===== src/rtl/pci_par_pkg.sv =====
package pci_par_pkg;

  // Widest vector the parity helper accepts
  localparam int unsigned PAR_MAX_W = 64;

  // Bit that makes the total number of ones in {v, bit} even
  function automatic logic even_fill(input logic [PAR_MAX_W-1:0] v);
    logic acc;
    acc = 1'b0;
    for (int i = 0; i < PAR_MAX_W; i++) begin
      acc = acc ^ v[i];
    end
    return acc;
  endfunction

  // Parity compare: 1 when the received bit disagrees with the computed one
  function automatic logic par_mismatch(input logic got, input logic want);
    return got ^ want;
  endfunction

endpackage


===== src/rtl/pci_par_gen.sv =====
module pci_par_gen #(
  parameter int unsigned AD_W  = 32,
  parameter int unsigned CBE_W = 4
) (
  input  logic             clk,
  input  logic             rst_n,
  input  logic [AD_W-1:0]  ad_i,
  input  logic [CBE_W-1:0] cbe_n_i,
  input  logic             ad_oe_i,
  output logic             par_o,
  output logic             par_oe_o
);
  import pci_par_pkg::*;

  localparam int unsigned TOT_W = AD_W + CBE_W;
  localparam int unsigned PAD_W = PAR_MAX_W - TOT_W;

  logic cur_fill;
  logic par_q;
  logic oe_q;

  assign cur_fill = even_fill({{PAD_W{1'b0}}, ad_i, cbe_n_i});

  // Parity and its enable lag AD by one clock
  always_ff @(posedge clk) begin
    if (!rst_n) begin
      par_q <= 1'b0;
      oe_q  <= 1'b0;
    end else begin
      par_q <= cur_fill;
      oe_q  <= ad_oe_i;
    end
  end

  assign par_o    = par_q;
  assign par_oe_o = oe_q;

  // driven PAR makes the previous clock's AD/CBE# plus PAR even
  a_r1_even_total: assert property (@(posedge clk) disable iff (!rst_n)
    par_oe_o |-> ($countones({$past(ad_i), $past(cbe_n_i), par_o}) % 2 == 0));

  // PAR driver released the clock after AD is released
  a_r2_release_lag: assert property (@(posedge clk) disable iff (!rst_n)
    $fell(ad_oe_i) |-> par_oe_o);

endmodule


===== src/rtl/pci_par_chk.sv =====
module pci_par_chk #(
  parameter int unsigned AD_W  = 32,
  parameter int unsigned CBE_W = 4
) (
  input  logic             clk,
  input  logic             rst_n,
  input  logic [AD_W-1:0]  ad_i,
  input  logic [CBE_W-1:0] cbe_n_i,
  input  logic             frame_n_i,
  input  logic             irdy_n_i,
  input  logic             trdy_n_i,
  input  logic             par_i,
  input  logic             ad_oe_i,
  output logic             addr_err_o,
  output logic             data_miss_o
);
  import pci_par_pkg::*;

  localparam int unsigned TOT_W = AD_W + CBE_W;
  localparam int unsigned PAD_W = PAR_MAX_W - TOT_W;

  logic frame_q;
  logic want_q;
  logic addr_pend_q;
  logic data_pend_q;
  logic addr_err_q;

  // Named events for the assertions
  logic addr_phase;
  logic data_xfer;
  logic data_rx;
  logic par_bad;
  logic addr_miss;

  assign addr_phase = !frame_n_i && frame_q && !ad_oe_i;
  assign data_xfer  = !irdy_n_i && !trdy_n_i;
  assign data_rx    = data_xfer && !ad_oe_i;
  assign par_bad    = par_mismatch(par_i, want_q);
  assign addr_miss  = addr_pend_q && par_bad;

  always_ff @(posedge clk) begin
    if (!rst_n) begin
      frame_q     <= 1'b1;
      want_q      <= 1'b0;
      addr_pend_q <= 1'b0;
      data_pend_q <= 1'b0;
      addr_err_q  <= 1'b0;
    end else begin
      frame_q     <= frame_n_i;
      want_q      <= even_fill({{PAD_W{1'b0}}, ad_i, cbe_n_i});
      addr_pend_q <= addr_phase;
      data_pend_q <= data_rx;
      addr_err_q  <= addr_miss;
    end
  end

  assign addr_err_o  = addr_err_q;
  assign data_miss_o = data_pend_q && par_bad;

  // address error is a single-clock pulse
  a_r3_single_pulse: assert property (@(posedge clk) disable iff (!rst_n)
    addr_err_o |=> !addr_err_o);

  // nothing is pending after a transfer the local side drove
  a_r7_own_data_skip: assert property (@(posedge clk) disable iff (!rst_n)
    (data_xfer && ad_oe_i) |=> !data_miss_o);

  // a wait state leaves no data check pending
  a_r8_wait_skip: assert property (@(posedge clk) disable iff (!rst_n)
    (irdy_n_i || trdy_n_i) |=> !data_miss_o);

endmodule


===== src/rtl/pci_perr_drv.sv =====
module pci_perr_drv (
  input  logic clk,
  input  logic rst_n,
  input  logic miss_i,
  output logic perr_n_o,
  output logic perr_oe_o
);

  logic act_q;
  logic tail_q;

  always_ff @(posedge clk) begin
    if (!rst_n) begin
      act_q  <= 1'b0;
      tail_q <= 1'b0;
    end else begin
      act_q  <= miss_i;
      tail_q <= act_q;
    end
  end

  assign perr_n_o  = !act_q;
  assign perr_oe_o = act_q || tail_q;

  // PERR# low is always driven
  a_r5_low_driven: assert property (@(posedge clk) disable iff (!rst_n)
    !perr_n_o |-> perr_oe_o);

  // driver drops only after a clock of driven-high PERR#
  a_r6_high_before_release: assert property (@(posedge clk) disable iff (!rst_n)
    $fell(perr_oe_o) |-> $past(perr_n_o));

endmodule


===== src/rtl/pci_par_unit.sv =====
module pci_par_unit #(
  parameter int unsigned AD_W  = 32,
  parameter int unsigned CBE_W = 4
) (
  input  logic             clk,
  input  logic             rst_n,
  input  logic [AD_W-1:0]  ad_i,
  input  logic [CBE_W-1:0] cbe_n_i,
  input  logic             frame_n_i,
  input  logic             irdy_n_i,
  input  logic             trdy_n_i,
  input  logic             par_i,
  input  logic             ad_oe_i,
  output logic             par_o,
  output logic             par_oe_o,
  output logic             perr_n_o,
  output logic             perr_oe_o,
  output logic             addr_perr_o
);

  logic data_miss;

  pci_par_gen #(.AD_W(AD_W), .CBE_W(CBE_W)) u_gen (
    .clk      (clk),
    .rst_n    (rst_n),
    .ad_i     (ad_i),
    .cbe_n_i  (cbe_n_i),
    .ad_oe_i  (ad_oe_i),
    .par_o    (par_o),
    .par_oe_o (par_oe_o)
  );

  pci_par_chk #(.AD_W(AD_W), .CBE_W(CBE_W)) u_chk (
    .clk         (clk),
    .rst_n       (rst_n),
    .ad_i        (ad_i),
    .cbe_n_i     (cbe_n_i),
    .frame_n_i   (frame_n_i),
    .irdy_n_i    (irdy_n_i),
    .trdy_n_i    (trdy_n_i),
    .par_i       (par_i),
    .ad_oe_i     (ad_oe_i),
    .addr_err_o  (addr_perr_o),
    .data_miss_o (data_miss)
  );

  pci_perr_drv u_perr (
    .clk       (clk),
    .rst_n     (rst_n),
    .miss_i    (data_miss),
    .perr_n_o  (perr_n_o),
    .perr_oe_o (perr_oe_o)
  );

  // an address error pulse never comes with PERR# low
  a_r4_addr_not_perr: assert property (@(posedge clk) disable iff (!rst_n)
    (addr_perr_o && !$past(data_miss)) |-> perr_n_o);

endmodule


===== config.mk =====
export PLATFORM = sky130hd
export DESIGN_NAME = pci_par_unit
export DESIGN_NICKNAME = d
export VERILOG_FILES = /design/src/rtl/pci_par_pkg.sv /design/src/rtl/pci_par_gen.sv /design/src/rtl/pci_par_chk.sv /design/src/rtl/pci_perr_drv.sv /design/src/rtl/pci_par_unit.sv
export SDC_FILE = /design/constraint.sdc
export NUM_CORES = 1
export LEC_CHECK = 0
export BUFFER_PORTS_ARGS = -buffer_cell sky130_fd_sc_hd__buf_4
export CORE_AREA = 3 3 43 45
export CTS_BUF_LIST = sky130_fd_sc_hd__clkbuf_8
export CTS_CLUSTER_DIAMETER = 50
export DETAILED_ROUTE_END_ITERATION = 8
export DIE_AREA = 0 0 46 48
export PLACE_DENSITY = 0.76
export SETUP_SLACK_MARGIN = 0.2
export SLEW_MARGIN = 20
export SYNTH_ARGS = -nofsm -noshare
export SYNTH_HDL_FRONTEND = slang
export SYNTH_SLANG_ARGS = --single-unit

===== constraint.sdc =====
create_clock -name clk -period 2.01 [get_ports clk]
set_input_delay 0.402 -clock clk [delete_from_list [all_inputs] [get_ports clk]]
set_output_delay 0.402 -clock clk [all_outputs]
set_load 0.05 [all_outputs]

# [After elaboration in Yosys (flattened, before gate mapping)]
# Index checks and enable logic that the tools add are counted.
[totals] ram_bits=0 out_inout_bits=5 word_cells=56 memories=0 latchBits=0 mem_bits_ro=0 register_bits=8
[classes] bitwise_logic=36 order_cmp=0 shift=0 n_eq_ne=0 n_reduce_logical=12 div_mod_pow=0 multipliers=0 mux=0 n_addsub=0
[ops] op="bitwise XOR 1 bit" count=36
[ops] op="logical AND 1 bit" count=6
[ops] op="logical NOT 1 bit" count=5
[ops] op="logical OR 1 bit" count=1

# [Longest topological paths before layout]
[logic_depth] ltp_word=35 mapped_depth=5 mapped_depth_nobuf=5

# [Hierarchy]
# From an unflattened synthesis, not the netlist that was laid out.
[unflattened] hier_cells=92 area_unflattened_um2=914.6
[by_module_without_submodules] mod="pci_par_chk" cells_per_inst=47 n_inst=1 area_per_inst_um2=473.0
[by_module_without_submodules] mod="pci_par_gen" cells_per_inst=39 n_inst=1 area_per_inst_um2=377.9
[by_module_without_submodules] mod="pci_perr_drv" cells_per_inst=6 n_inst=1 area_per_inst_um2=63.8

# [Worst setup path after synthesis]
# OpenSTA, ideal clock, no wires.
[synth_timing] path_kind="input -> register" from="input port ad_i[25]" to="register u_chk.want_q" t_arrival_ps=1473 slack_ps=465 t_required_ps=1938 path_stages=5 setup_time_ps=72 path_cell_list="xor2_1 > xnor2_1 > xnor3_1 > or2_2 > mux2i_1"
[synth_via] elab_chain_cells=7
[synth_rtl] item="start: declaration" line_no="pci_par_unit.sv:7" text="input logic [AD_W-1:0] ad_i,"
[synth_rtl] item="bitwise XOR 1 bit (7 in series)" line_no="pci_par_pkg.sv:11" text="acc = acc ^ v[i];"
[synth_rtl] item="end signal: assignment" line_no="pci_par_chk.sv:50" text="want_q <= even_fill({{PAD_W{1'b0}}, ad_i, cbe_n_i});"
[synth_rtl] item="end: declaration" line_no="pci_par_chk.sv:23" text="logic want_q;"
# Every way passes these cells.
# A chain may end at the register's enable or synchronous reset.

# [Final worst setup path]
[layout_timing] from="input port ad_i[14]" to="register u_chk.want_q"
[layout_via] elab_chain_cells=18
[layout_rtl] item="bitwise XOR 1 bit (18 in series)" line_no="pci_par_pkg.sv:11"
# Every way passes these cells.

==> metrics.yaml <==
layout:
  num_antenna_cells: 0
  mostFrequentLayoutCell: "buf_4"
  syn2layout_area_growth_pct: 73.9
  nets: 149
  final_cell_mix: "47 x buf_4, 25 x xnor2_1, 8 x dfxtp_1"
  drive_gt1_share_pct: 51.0
  fin_util_pct: 64.7
synth:
  syn_area_per_cell_um2: 10.4
  synth_cell_types: 15
  syn-num-nets: 97
  synth-seq-area-share_pct: 28.6
  netlist_area_um2: 561
  synth-seq-cells: 8
  syn_inst: 54
  yosys_warnings: 0
clock_tree:
  clkTransAtPathRegs_ns: 0.04
  cts_tree: "built"
  clock_path_buffers: 2
  cts_resized: 0
  cts_setup_buffers: 0
  cts_hold_buf: 0
  htreeDepth: 1
  cts_inserted_buffers: 3
  clkSinkCount: 8
  clock-root-buffer: "clkbuf_8"
  insertion_delay_ns: 0.22
critical_path:
  critPathKind: "input pin to flip-flop"
  path_max_fanout: 2
  required_ns: 2.16
  end_kind: "flip-flop"
  startpoint_type: "input pin"
  cp.arrival_ns: 1.67
  worst_r2r_path_depth: 2
power_and_ir_drop:
  combPwrFrac_pct: 47.9
  ir_drop_mv: 0.459
  powerDensity_nw_per_um2: 727
  power.switching_mw: 0.198
  internal_power_mw: 0.511
  p_seq_share_pct: 25.5
  switching_share_pct: 27.9
  p_leak_nw: 0.470
  clockPowerShare_pct: 26.6
sta:
  fin_crit_sh_pct: 75.5
  rsz0062_at_grt: "no"
  fin_crit_ns: 1.52
  slew_headroom_pct: 83.4
  setup_tns_ns: 0
  setup_viol: 0
  hold_viol_final: 0
  slew_violations: 0
  fmax_mhz: 659
  fin_skew_ns: 0.00512
  worstMarginPinSlew_ns: 0.247
die:
  coreArea_um2: 1510
  die_area_um2: 2210
  initial_core_util_pct: 37.2
  num_rows: 14
  ios: 48
  die_h_um: 48
  die_w_um: 46
outcome:
  outcome: "finished, final reports clean"
route:
  drc: 0
  dr.pass1.iters: 1
  wl_per_cell_um: 10.5
  vias: 519
  routed_wl_mm: 1.26
  viasPerCell: 4.33
  detail_route.iter0.violations: 0
  ant_nets: 0
placed_design:
  place.gp.congestion: 0.590
  port_buffers: 47
  place_hpwl_mm: 1.09
grt:
  overflow: 0
  grt_usage_pct: 11.8
  grt_pass1_vias: 510
  grt_first_pass_wirelength_mm: 1.83
  antenna_found_initial: 0
  grt_max_degree: 7
hold_path:
  hold_depth: 2
  hold_class: "input pin to flip-flop"
run:
  maxCapViolCount: 0
==> metal layers <==
layer  GRT usage (%)  vias to the layer above  part of all wire (%)
met3            3.76                        2                    11
li1                -                      268                     -
met4            6.82                        0                   1.7
met5               0                        -                     0
met2            23.1                       27                    57
met1            10.5                      222                    31
==> cells in the mapped netlist (all sizes together) <==
library cell	count	area share [%]
xor2	5	7.8
nand2b	1	1.1
and3	2	2.2
mux2i	1	1.8
xnor3	2	8.0
inv	2	1.3
dfxtp	8	29
nand2	1	0.67
nor2	1	0.67
nor3b	1	1.3
and2	1	1.1
nor4	1	1.1
or2	2	2.2
xnor2	26	42
==> final timing paths <==
kind,from,endpoint,slack (ns)
setup / recovery,ad_i[14],u_chk.want_q,0.49
hold / removal,trdy_n_i,u_chk.data_pend_q,0.34
setup reg to reg,u_chk.want_q,u_perr.act_q,1.25
hold reg to reg,u_chk.data_pend_q,u_perr.act_q,0.45
==> logic make-up (layout without fill, tap and decap cells) <==
family | Yosys count | count (layout) | share of synthesized area (%)
xor+xnor | 33 | 33 | 57.8
buf+inv | 2 | 52 | 1.34
flops | 8 | 8 | 28.6
mux | 1 | 1 | 1.79
simple gates | 10 | 10 | 10.5
==> metrics by stage <==
step           power, mW  instance area, um2  hold WS, ns  setup WS [ns]  instances
4_1_cts            0.719                 975        0.336          0.476        120
6_report           0.709                 975        0.344          0.492        120
5_1_grt            0.753                 975        0.332          0.426        120
3_5_place_dp       0.528                 933        0.441          0.254        117
2_1_floorplan      0.421                 561        0.429          0.465         54
3_3_place_gp       0.521                 933        0.432          0.303        117
==> registers in the layout (all words and copies together), names as in the netlist <==
name / count
u_chk.data_pend_q: 1
u_gen.par_oe_o: 1
u_chk.frame_q: 1
u_perr.act_q: 1
u_chk.addr_pend_q: 1
u_chk.addr_err_o: 1
u_perr.tail_q: 1
u_chk.want_q: 1
==> layout make-up <==
class / count / area [um2]
Clock buffer: 3 / 41.3
Fill cell: 124 / 532
Inverter: 2 / 7.51
Multi-Input combinational cell: 44 / 393
Sequential cell: 8 / 160
Tap cell: 16 / 20.0
Timing Repair Buffer: 47 / 353
==> power by group through the flow <==
stage / Combinational, mW / Clock [mW] / Sequential (mW)
floorplan: 0.205 / 0 / 0.216
global placement: 0.339 / 0 / 0.183
detailed placement: 0.345 / 0 / 0.183
CTS: 0.346 / 0.193 / 0.181
global route: 0.366 / 0.206 / 0.181
finish: 0.340 / 0.189 / 0.181
==> worst max-delay path, cell delays in order <==
cell and delay [ns]:
buf_4 0.11, xnor2_1 0.18, xnor2_1 0.14, xnor3_1 0.43
or2_2 0.28, mux2i_1 0.13
Power figures use the tool's default switching activity.
